File: src/rtl/utlb_pkg.sv
package utlb_pkg;
  localparam int UTLB_WAYS  = 4;
  localparam int UTLB_IDX_W = 2;

  // tree bits: [0] pair select, [1] within pair {0,1}, [2] within pair {2,3}
  typedef logic [2:0] plru_t;

  function automatic plru_t plru_touch(plru_t bits, logic [UTLB_IDX_W-1:0] idx);
    plru_t r;
    r    = bits;
    r[0] = ~idx[1];
    if (idx[1]) r[2] = ~idx[0];
    else        r[1] = ~idx[0];
    return r;
  endfunction

  function automatic logic [UTLB_IDX_W-1:0] plru_pick(plru_t bits);
    return bits[0] ? {1'b1, bits[2]} : {1'b0, bits[1]};
  endfunction
endpackage

File: src/rtl/utlb_cam.sv
module utlb_cam #(
  parameter int VPN_W  = 20,
  parameter int ASID_W = 8,
  parameter int PPN_W  = 24,
  parameter int WAYS   = 4,
  localparam int IDX_W = $clog2(WAYS)
) (
  input  logic              clk,
  input  logic              rst,
  input  logic              clear,
  input  logic [VPN_W-1:0]  lk_vpn,
  input  logic [ASID_W-1:0] lk_asid,
  output logic              hit,
  output logic [IDX_W-1:0]  hit_idx,
  output logic [PPN_W-1:0]  hit_ppn,
  input  logic              wr_en,
  input  logic [IDX_W-1:0]  wr_idx,
  input  logic [VPN_W-1:0]  wr_vpn,
  input  logic [ASID_W-1:0] wr_asid,
  input  logic [PPN_W-1:0]  wr_ppn,
  input  logic              wr_glb
);
  logic [WAYS-1:0]   valid_q;
  logic [WAYS-1:0]   glb_q;
  logic [VPN_W-1:0]  vpn_q  [WAYS];
  logic [ASID_W-1:0] asid_q [WAYS];
  logic [PPN_W-1:0]  ppn_q  [WAYS];
  logic [WAYS-1:0]   match;

  always_ff @(posedge clk) begin
    if (rst || clear)  valid_q <= '0;
    else if (wr_en)    valid_q[wr_idx] <= 1'b1;
  end

  // payload has no reset: only read behind a valid flag
  always_ff @(posedge clk) begin
    if (wr_en && !clear) begin
      vpn_q[wr_idx]  <= wr_vpn;
      asid_q[wr_idx] <= wr_asid;
      ppn_q[wr_idx]  <= wr_ppn;
      glb_q[wr_idx]  <= wr_glb;
    end
  end

  for (genvar g = 0; g < WAYS; g++) begin : g_cmp
    assign match[g] = valid_q[g] && (vpn_q[g] == lk_vpn) &&
                      (glb_q[g] || (asid_q[g] == lk_asid));
  end

  always_comb begin
    hit     = |match;
    hit_idx = '0;
    hit_ppn = '0;
    for (int i = 0; i < WAYS; i++) begin
      if (match[i]) begin
        hit_idx = IDX_W'(i);
        hit_ppn = ppn_q[i];
      end
    end
  end

  // a write that is not cancelled leaves its entry valid
  assert_fill_sets_valid_R6: assert property (@(posedge clk) disable iff (rst)
    (wr_en && !clear) |=> valid_q[$past(wr_idx)]);

  // invalidate empties every entry
  assert_clear_empties_R10: assert property (@(posedge clk) disable iff (rst)
    clear |=> (valid_q == '0));
endmodule

File: src/rtl/utlb_plru.sv
module utlb_plru
  import utlb_pkg::*;
(
  input  logic                  clk,
  input  logic                  rst,
  input  logic                  clear,
  input  logic                  hit_en,
  input  logic [UTLB_IDX_W-1:0] hit_idx,
  input  logic                  fill_en,
  input  logic [UTLB_IDX_W-1:0] fill_idx,
  output logic [UTLB_IDX_W-1:0] victim
);
  plru_t bits_q, bits_d;

  always_comb begin
    bits_d = bits_q;
    if (fill_en) bits_d = plru_touch(bits_d, fill_idx);
    if (hit_en)  bits_d = plru_touch(bits_d, hit_idx);
  end

  always_ff @(posedge clk) begin
    if (rst || clear) bits_q <= '0;
    else              bits_q <= bits_d;
  end

  assign victim = plru_pick(bits_q);

  // the entry just hit is never the next victim
  assert_away_from_hit_R8: assert property (@(posedge clk) disable iff (rst)
    (hit_en && !clear) |=> (victim != $past(hit_idx)));
endmodule

File: src/rtl/utlb_refill_ctl.sv
module utlb_refill_ctl #(
  parameter int VPN_W  = 20,
  parameter int ASID_W = 8
) (
  input  logic              clk,
  input  logic              rst,
  input  logic              inval,
  input  logic              miss_ev,
  input  logic [VPN_W-1:0]  ev_vpn,
  input  logic [ASID_W-1:0] ev_asid,
  input  logic              refill_valid,
  output logic              pending,
  output logic [VPN_W-1:0]  req_vpn,
  output logic [ASID_W-1:0] req_asid,
  output logic              fire
);
  assign fire = pending && refill_valid && !inval;

  always_ff @(posedge clk) begin
    if (rst) begin
      pending  <= 1'b0;
      req_vpn  <= '0;
      req_asid <= '0;
    end else if (inval || fire) begin
      pending <= 1'b0;
    end else if (!pending && miss_ev) begin
      pending  <= 1'b1;
      req_vpn  <= ev_vpn;
      req_asid <= ev_asid;
    end
  end

  // an open request holds its fields until answered or cancelled
  assert_req_stable_R4: assert property (@(posedge clk) disable iff (rst)
    (pending && !refill_valid && !inval) |=>
      (pending && $stable(req_vpn) && $stable(req_asid)));

  // invalidate cancels any request
  assert_inval_drops_req_R10: assert property (@(posedge clk) disable iff (rst)
    inval |=> !pending);
endmodule

File: src/rtl/utlb_top.sv
module utlb_top #(
  parameter int VPN_W  = 20,
  parameter int ASID_W = 8,
  parameter int PPN_W  = 24,
  parameter int OFF_W  = 12,
  localparam int PA_W  = PPN_W + OFF_W
) (
  input  logic              clk,
  input  logic              rst,
  input  logic              lookup_valid,
  input  logic [VPN_W-1:0]  lookup_vpn,
  input  logic [ASID_W-1:0] lookup_asid,
  input  logic [OFF_W-1:0]  lookup_offset,
  output logic              resp_valid,
  output logic              resp_hit,
  output logic [PA_W-1:0]   resp_pa,
  output logic              miss_req,
  output logic [VPN_W-1:0]  miss_vpn,
  output logic [ASID_W-1:0] miss_asid,
  input  logic              refill_valid,
  input  logic [PPN_W-1:0]  refill_ppn,
  input  logic              refill_global,
  input  logic              inval_all
);
  import utlb_pkg::*;

  logic                  cam_hit;
  logic [UTLB_IDX_W-1:0] cam_idx;
  logic [PPN_W-1:0]      cam_ppn;
  logic [UTLB_IDX_W-1:0] victim;
  logic                  eff_hit, miss_ev, fill;

  assign eff_hit = lookup_valid && cam_hit && !inval_all;
  assign miss_ev = lookup_valid && !cam_hit && !inval_all;

  utlb_cam #(.VPN_W(VPN_W), .ASID_W(ASID_W), .PPN_W(PPN_W), .WAYS(UTLB_WAYS)) u_cam (
    .clk(clk), .rst(rst), .clear(inval_all),
    .lk_vpn(lookup_vpn), .lk_asid(lookup_asid),
    .hit(cam_hit), .hit_idx(cam_idx), .hit_ppn(cam_ppn),
    .wr_en(fill), .wr_idx(victim), .wr_vpn(miss_vpn), .wr_asid(miss_asid),
    .wr_ppn(refill_ppn), .wr_glb(refill_global)
  );

  utlb_plru u_plru (
    .clk(clk), .rst(rst), .clear(inval_all),
    .hit_en(eff_hit), .hit_idx(cam_idx),
    .fill_en(fill), .fill_idx(victim),
    .victim(victim)
  );

  utlb_refill_ctl #(.VPN_W(VPN_W), .ASID_W(ASID_W)) u_ctl (
    .clk(clk), .rst(rst), .inval(inval_all),
    .miss_ev(miss_ev), .ev_vpn(lookup_vpn), .ev_asid(lookup_asid),
    .refill_valid(refill_valid),
    .pending(miss_req), .req_vpn(miss_vpn), .req_asid(miss_asid),
    .fire(fill)
  );

  always_ff @(posedge clk) begin
    if (rst) begin
      resp_valid <= 1'b0;
      resp_hit   <= 1'b0;
      resp_pa    <= '0;
    end else begin
      resp_valid <= lookup_valid;
      resp_hit   <= eff_hit;
      resp_pa    <= eff_hit ? {cam_ppn, lookup_offset} : '0;
    end
  end

  // a response follows every lookup by exactly one cycle
  assert_resp_follows_R2: assert property (@(posedge clk) disable iff (rst)
    lookup_valid |=> resp_valid);
endmodule

File: config.mk
export PLATFORM = sky130hd
export DESIGN_NAME = utlb_top
export DESIGN_NICKNAME = d
export VERILOG_FILES = /design/src/rtl/utlb_pkg.sv /design/src/rtl/utlb_cam.sv /design/src/rtl/utlb_plru.sv /design/src/rtl/utlb_refill_ctl.sv /design/src/rtl/utlb_top.sv
export SDC_FILE = /design/constraint.sdc
export NUM_CORES = 1
export LEC_CHECK = 0
export ABC_AREA = 1
export CAP_MARGIN = 20
export CORE_MARGIN = 2
export CORE_UTILIZATION = 45
export CTS_BUF_LIST = sky130_fd_sc_hd__clkbuf_8 sky130_fd_sc_hd__clkbuf_16
export DETAILED_ROUTE_END_ITERATION = 10
export GPL_TIMING_DRIVEN = 0
export PLACE_DENSITY_LB_ADDON = 0.1
export SYNTH_ARGS = -nofsm -noshare
export SYNTH_HDL_FRONTEND = slang
export SYNTH_HIERARCHICAL = 1
export SYNTH_SLANG_ARGS = --single-unit
File: constraint.sdc
create_clock -name clk -period 4.1 [get_ports clk]
set_input_delay 0.82 -clock clk [delete_from_list [all_inputs] [get_ports clk]]
set_output_delay 0.82 -clock clk [all_outputs]
set_load 0.005 [all_outputs]
==> impl_metrics.csv, run 1 <==
group,metric,value,unit
clocking,clock_latency,500,ps
routing,routed_wl,28400,um
timing,worst_slack,511,ps
power_and_ir_drop,vdd_ir_drop_max,0.000244,V
placement,port_buffers,136,
synthesis,yosys_warnings,6,
placement,pre_cts_slack,-6.80,ps
critical_path,path_max_fanout,10,
clocking,ctsHoldBuffers,0,
clocking,htree_levels,2,
timing,hold_slack,456,ps
timing,rsz0062_at_grt,"false",
critical_path,arrival,3980,ps
timing,worst_pin_slew,963,ps
timing,hold_viol_final,0,
routing,drtPass1Iterations,5,
grt,grt_start_max_net_pins,29,
synthesis,synthesis.nets,1313,
synthesis,synthDistinctLibCells,32,
grt,antenna_found_initial,0,
grt,grt_remaining_overflow,0,
run_status,status,"complete, no violations",
finish,fin_nets,1492,
finish,mostFrequentLayoutCell,"nand2_1",
finish,drive_above_1_share,0.111,
routing,ant_nets,0,
critical_path,cp_slowest_cell,"clkdlybuf4s50_1",
die,dieArea,28300,um2
synthesis,syn_area_per_cell,9.75,um2
placement,place.gp.congestion,0.815,
power_and_ir_drop,power.density,416,nW/um2
critical_path,cp_cell_sequence,"clkdlybuf4s50_1, inv_2, o21ai_0, inv_1, nand2_1, nor3_1, nand2_1, nor2_1, nand3_1, clkbuf_1, nand3_1, nor3_1, nand3_2, buf_6, buf_4, nor2_1, nor2_1",
clocking,cts_setup_buffers,0,
finish,layout_common_cells,"nand2_1, edfxtp_1, inv_1",
critical_path,crit_top_cell,"nor2_1",
min_path,hold_class,"flip-flop to flip-flop",
synthesis,ys_ff_latch,286,
die,dieHeight,168,um
routing,drt_first_iter_violations,473,
synthesis,syn_inst,1243,
routing,drc,0,
clocking,path_clk_slew,50,ps
critical_path,max_stage_delay,660,ps
grt,grt_pass1_wl,44400,um
synthesis,syn-cell-area,12100,um2
routing,via_count,8383,
die,initial_core_util,0.453,
clocking,cts_tree,"yes",
die,rows,60,
power_and_ir_drop,power,6.32,mW
critical_path,end_kind,"flip-flop",
critical_path,worstSetupPathType,"input port to flip-flop",
clocking,cts_root_buffer,"clkbuf_16",
finish,insertedDiodeCount,0,
placement,dp_hpwl,19300,um
clocking,cts_resized,0,
timing,relSlewSlack,0.356,
clocking,clock_path_buffers,3,
finish,syn_to_final_growth,25.3,%
timing,fin_crit,3590,ps
grt,grt_pass1_vias,8200,
synthesis,ys_seq_area_frac,0.648,
routing,viasPerCell,4.69,
critical_path,critPathRequiredTime,4490,ps
clocking,cts.sinks,286,
job,cap_violations,0,
timing,fmax,0.279,GHz
die,die_w,168,um
routing,detail_route.wl_per_cell,15.9,um
timing,fin_skew,9.21,ps
power_and_ir_drop,leakagePower,6.26,nW
die,io_pins,137,
critical_path,worst_setup_path_start_kind,"input port",
grt,track_usage,0.205,
timing,min_period_over_period,0.875,
clocking,cts_buffers,34,
die,core-area,26700,um2
timing,setup_viol,0,
timing,drv_slew,0,
-- metal layers --
layer	vias up	global-route usage	routed length [um]
li1	4261	-	-
met1	3885	0.267	12800
met2	198	0.359	13900
met3	39	0.0291	1130
met4	0	0.0577	522
met5	-	0	0
-- critical path, delay by kind of cell --
family | cells | cell delay, ps
buf+inv | 6 | 1660
simple gates | 10 | 1310
compound gates | 1 | 180
-- power breakdown --
part / total, mW / switching (mW) / internal [mW]
registers: 3.15 / 0.0266 / 3.12
clock network: 2.89 / 1.11 / 1.77
logic: 0.278 / 0.145 / 0.133
total: 6.32 / 1.29 / 5.03
-- layout make-up --
class,count,area [um2]
Sequential cell,286,7850
Clock inverter,22,140
Clock buffer,39,953
Timing Repair Buffer,143,1520
Inverter,210,791
Multi-Input combinational cell,711,3270
Fill cell,2354,11500
Tap cell,341,427
Buffer,36,235
-- cell usage after synthesis, drive strengths merged --
master    n  area (um2)
nand2   340        1290
edfxtp  212        6370
inv     210         791
nor2    187         805
dfxtp    74        1480
a21oi    57         353
nand3    46         235
buf      28         200
o21ai    27         135
xor2     19         166
xnor2    17         149
clkbuf    8        35.0
nor3      5        25.0
o22ai     4        25.0
or2       3        18.8
nand4     2        12.5
o211ai    2        15.0
mux2      1        11.3
nand3b    1        7.51
-- state kept, by name (all words and copies together), names as in the netlist --
signal          count
resp_pa            36
u_plru/bits_q       3
resp_hit            1
resp_valid          1
u_cam/ppn_q        96
u_cam/vpn_q        80
u_ctl/pending       1
u_ctl/req_asid      8
u_cam/valid_q       4
u_cam/asid_q       32
u_cam/glb_q         4
u_ctl/req_vpn      20
-- metrics by stage --
step / area [um2] / TNS, ps / utilization / instances
5_1_grt: 15200 / 0 / 0.568 / 1788
3_5_place_dp: 14100 / -6.80 / 0.527 / 1727
3_3_place_gp: 13900 / -566640 / 0.520 / 1720
6_report: 15200 / 0 / 0.568 / 1788
4_1_cts: 15200 / 0 / 0.568 / 1788
2_1_floorplan: 12100 / 0 / - / 1243
-- kinds of logic after synthesis --
group                     count (synthesis)  share of synthesized area
AOI/OAI and AO/OA                        90                     0.0436
xor gates and xnor gates                 36                     0.0260
buffers and inverters                   246                     0.0847
DFF                                     286                      0.648
muxes                                     1                   0.000929
and+or+nand+nor                         584                      0.197
-- final timing paths --
check | start | cells past startpoint | slack (ps) | to
worst min register to register | u_cam/valid_q[0]$_SDFFE_PP0P_ | 2 | 460 | u_cam/valid_q[0]$_SDFFE_PP0P_
worst max register to register | u_cam/vpn_q[3][5]$_DFFE_PP_ | 13 | 1180 | u_ctl/req_asid[6]$_SDFFE_PP0P_
worst max-delay path | lookup_vpn[3] | 17 | 510 | u_ctl/req_asid[6]$_SDFFE_PP0P_
worst min-delay path | u_cam/valid_q[0]$_SDFFE_PP0P_ | 2 | 460 | u_cam/valid_q[0]$_SDFFE_PP0P_
Note: power is estimated with default switching activity, not from simulation.
==> run 2: changes to the inputs <==
Settings changed: SLEW_MARGIN set to 10, SYNTH_HIERARCHICAL 1 to not set.
==> run 2 against run 1 <==
- the run now ends with DRC left
- count of clock-buffer cells in the layout decreased by 4
- fmax increased by 22%
- flip-flop and latch count unchanged
- critical path depth decreased by 4
- first-iteration DRC count increased by 35%
- clock power decreased by 3%
==> impl_metrics.csv, run 2 <==
group,metric,value,unit
synthesis,ys_ff_latch,286,
finish,reg.largest.list,"u_cam.ppn_q x96, u_cam.vpn_q x80, resp_pa x36",
die,core-area,26100,um2
synthesis,syn-cell-area,12000,um2
synthesis,syn_inst,1270,
critical_path,regToRegEndpoint,"u_cam.vpn_q[1][12]$_DFFE_PP_",
synthesis,synthesis.nets,1340,
timing,fmax,0.341,GHz
finish,syn_to_final_growth,24.8,%
timing,fin_crit,2930,ps
timing,hold_viol_final,0,
grt,antenna_found_initial,2,
timing,min_period_over_period,0.715,
synthesis,synth_top_area_cell,"edfxtp_1",
power_and_ir_drop,vdd_ir_drop_max,0.000283,V
placement,port_buffers,130,
routing,drtPass1Iterations,8,
placement,place.gp.congestion,0.831,
clocking,cts_buffers,31,
min_path,holdPathEnd,"u_cam.valid_q[0]$_SDFFE_PP0P_",
routing,via_count,8666,
job,cap_violations,0,
placement,dp_hpwl,20200,um
critical_path,arrival,3340,ps
timing,worst_pin_slew,811,ps
critical_path,end_kind,"flip-flop",
run_status,status,"finished with violations",
clocking,cts_setup_buffers,0,
timing,relSlewSlack,0.460,
clocking,clock_path_buffers,3,
die,rows,59,
critical_path,worst_setup_path_start_kind,"input port",
min_path,hp-start,"u_cam.valid_q[0]$_SDFFE_PP0P_",
synthesis,syn_area_per_cell,9.43,um2
routing,routed_wl,29700,um
min_path,hold_class,"flip-flop to flip-flop",
clocking,ctsHoldBuffers,0,
finish,largest_register_ffs,96,
die,dieArea,27900,um2
grt,grt_pass1_wl,45800,um
clocking,cts.sinks,286,
timing,worst_slack,1170,ps
min_path,worstHoldPathCells,2,
synthesis,ys_seq_area_frac,0.655,
critical_path,worstSetupStartpoint,"lookup_vpn[4]",
timing,drv_slew,0,
finish,insertedDiodeCount,0,
finish,final_util,0.572,
critical_path,worstSetupPathType,"input port to flip-flop",
finish,drive_above_1_share,0.0765,
die,initial_core_util,0.458,
die,dieHeight,167,um
synthesis,synth_flop_cell,"edfxtp_1",
critical_path,rrSetupSlack,1720,ps
synthesis,synth.top_cell.area_share,0.531,
clocking,cts_root_buffer,"clkbuf_16",
synthesis,async_flop_share,0,
synthesis,yosys_warnings,0,
clocking,htree_levels,1,
routing,detail_route.wl_per_cell,16.5,um
run_status,failed_checks,"DRC",
finish,n_fill_cell,2333,
grt,grt_start_max_net_pins,25,
critical_path,r2r_cells,8,
timing,rsz0062_at_grt,"false",
routing,ant_nets,0,
finish,fin_nets,1511,
clocking,cts_tree,"yes",
synthesis,synthDistinctLibCells,30,
synthesis,synth.area.top_cells,"edfxtp_1, nand2_1, dfxtp_1",
finish,largest-register,"u_cam.ppn_q",
power_and_ir_drop,power,6.29,mW
power_and_ir_drop,power.density,420,nW/um2
synthesis,yosys.cell_count.top_type,"nand2_1",
timing,setup_viol,0,
timing,fin_skew,15.6,ps
critical_path,critPathRequiredTime,4510,ps
grt,grt_pass1_vias,8431,
finish,mostFrequentLayoutCell,"nand2_1",
critical_path,path_max_fanout,10,
power_and_ir_drop,leakagePower,6.28,nW
grt,grt_remaining_overflow,0,
synthesis,synth_edf_count,212,
synthesis,yosys-top-cells-count,"nand2_1, edfxtp_1, inv_1",
clocking,cts_resized,0,
die,io_pins,137,
grt,track_usage,0.212,
critical_path,rr_startpoint,"u_ctl.pending$_SDFFE_PP0P_",
routing,drc,8,
clocking,path_clk_slew,60,ps
clocking,clock_latency,560,ps
placement,pre_cts_slack,644,ps
routing,viasPerCell,4.81,
routing,drt_first_iter_violations,639,
die,die_w,167,um
finish,layout_common_cells,"nand2_1, edfxtp_1, inv_1",
-- run 2: changes by cell type after synthesis, sizes merged, moves of 8 or more --
cell / delta
nand2: +86
nor2: -26
nand4: +22
o21ai: -13
clkbuf: +10
inv: -10
buf: -9
a21oi: -8
xor2: -8
-- run 2: cell families after synthesis --
logic type             count (synthesis)  synth area share
AO/OA/AOI/OAI                         67            0.0287
XOR/XNOR                              21            0.0154
buffers and inverters                238            0.0792
AND/OR/NAND/NOR                      658             0.222
flip-flops                           286             0.655
-- run 2: worst max-delay path by stage --
stage                                    to  cells after the start  slack (ps)
2_1_floorplan  u_cam.asid_q[1][0]$_DFFE_PP_                      6         110
3_3_place_gp   u_cam.asid_q[1][6]$_DFFE_PP_                      7       -2440
3_5_place_dp         resp_pa[34]$_SDFF_PP0_                     14         640
4_1_cts              resp_pa[34]$_SDFF_PP0_                     14        1210
5_1_grt              resp_pa[25]$_SDFF_PP0_                     14         960
6_report             resp_pa[15]$_SDFF_PP0_                     13        1170
-- run 2: layer usage --
| metal | wire, um | part of all wire | vias to the layer above | track usage |
|---|---|---|---|---|
| met5 | 16 | 0.00054 | - | 0 |
| met4 | 707 | 0.024 | 2 | 0.0586 |
| met3 | 1930 | 0.065 | 52 | 0.0326 |
| met2 | 13800 | 0.46 | 252 | 0.353 |
| met1 | 13300 | 0.45 | 4017 | 0.292 |
| li1 | - | - | 4343 | - |
-- run 2: power breakdown --
| part | total [mW] | switching [mW] | internal (mW) |
|---|---|---|---|
| sequential | 3.17 | 0.0337 | 3.13 |
| combinational | 0.317 | 0.174 | 0.143 |
| clock | 2.80 | 1.11 | 1.69 |
| total | 6.29 | 1.32 | 4.97 |
-- run 2: cell type report --
type / instances / area, um2 / area share
clock buffer: 35 / 831 / 0.0556
tap: 335 / 419 / 0.0280
multi-input combinational: 746 / 3210 / 0.215
clock inverter: 22 / 209 / 0.0140
buffer: 37 / 194 / 0.0130
inverter: 201 / 754 / 0.0505
timing repair buffer: 138 / 1480 / 0.0992
sequential: 286 / 7850 / 0.525
-- run 2: worst max-delay path, cell delays in order --
cell             delay, ps
clkdlybuf4s50_1        570
inv_1                  110
nand2_1                 80
o21ai_1                 60
nor2_1                 200
nand2_1                 70
nor2_1                 180
nand3_2                140
nor2_4                 240
clkbuf_1               560
nand2_1                100
nand4_1                120
a21oi_1                 80
-- run 2: metrics by stage --
stage	instances	setup TNS [ps]	hold WS (ps)	cell area [um2]
6_report	1800	0	471	15000
5_1_grt	1800	0	513	15000
4_1_cts	1800	0	476	15000
3_5_place_dp	1743	0	462	13900
3_3_place_gp	1735	-517250	452	13700
2_1_floorplan	1270	0	441	12000
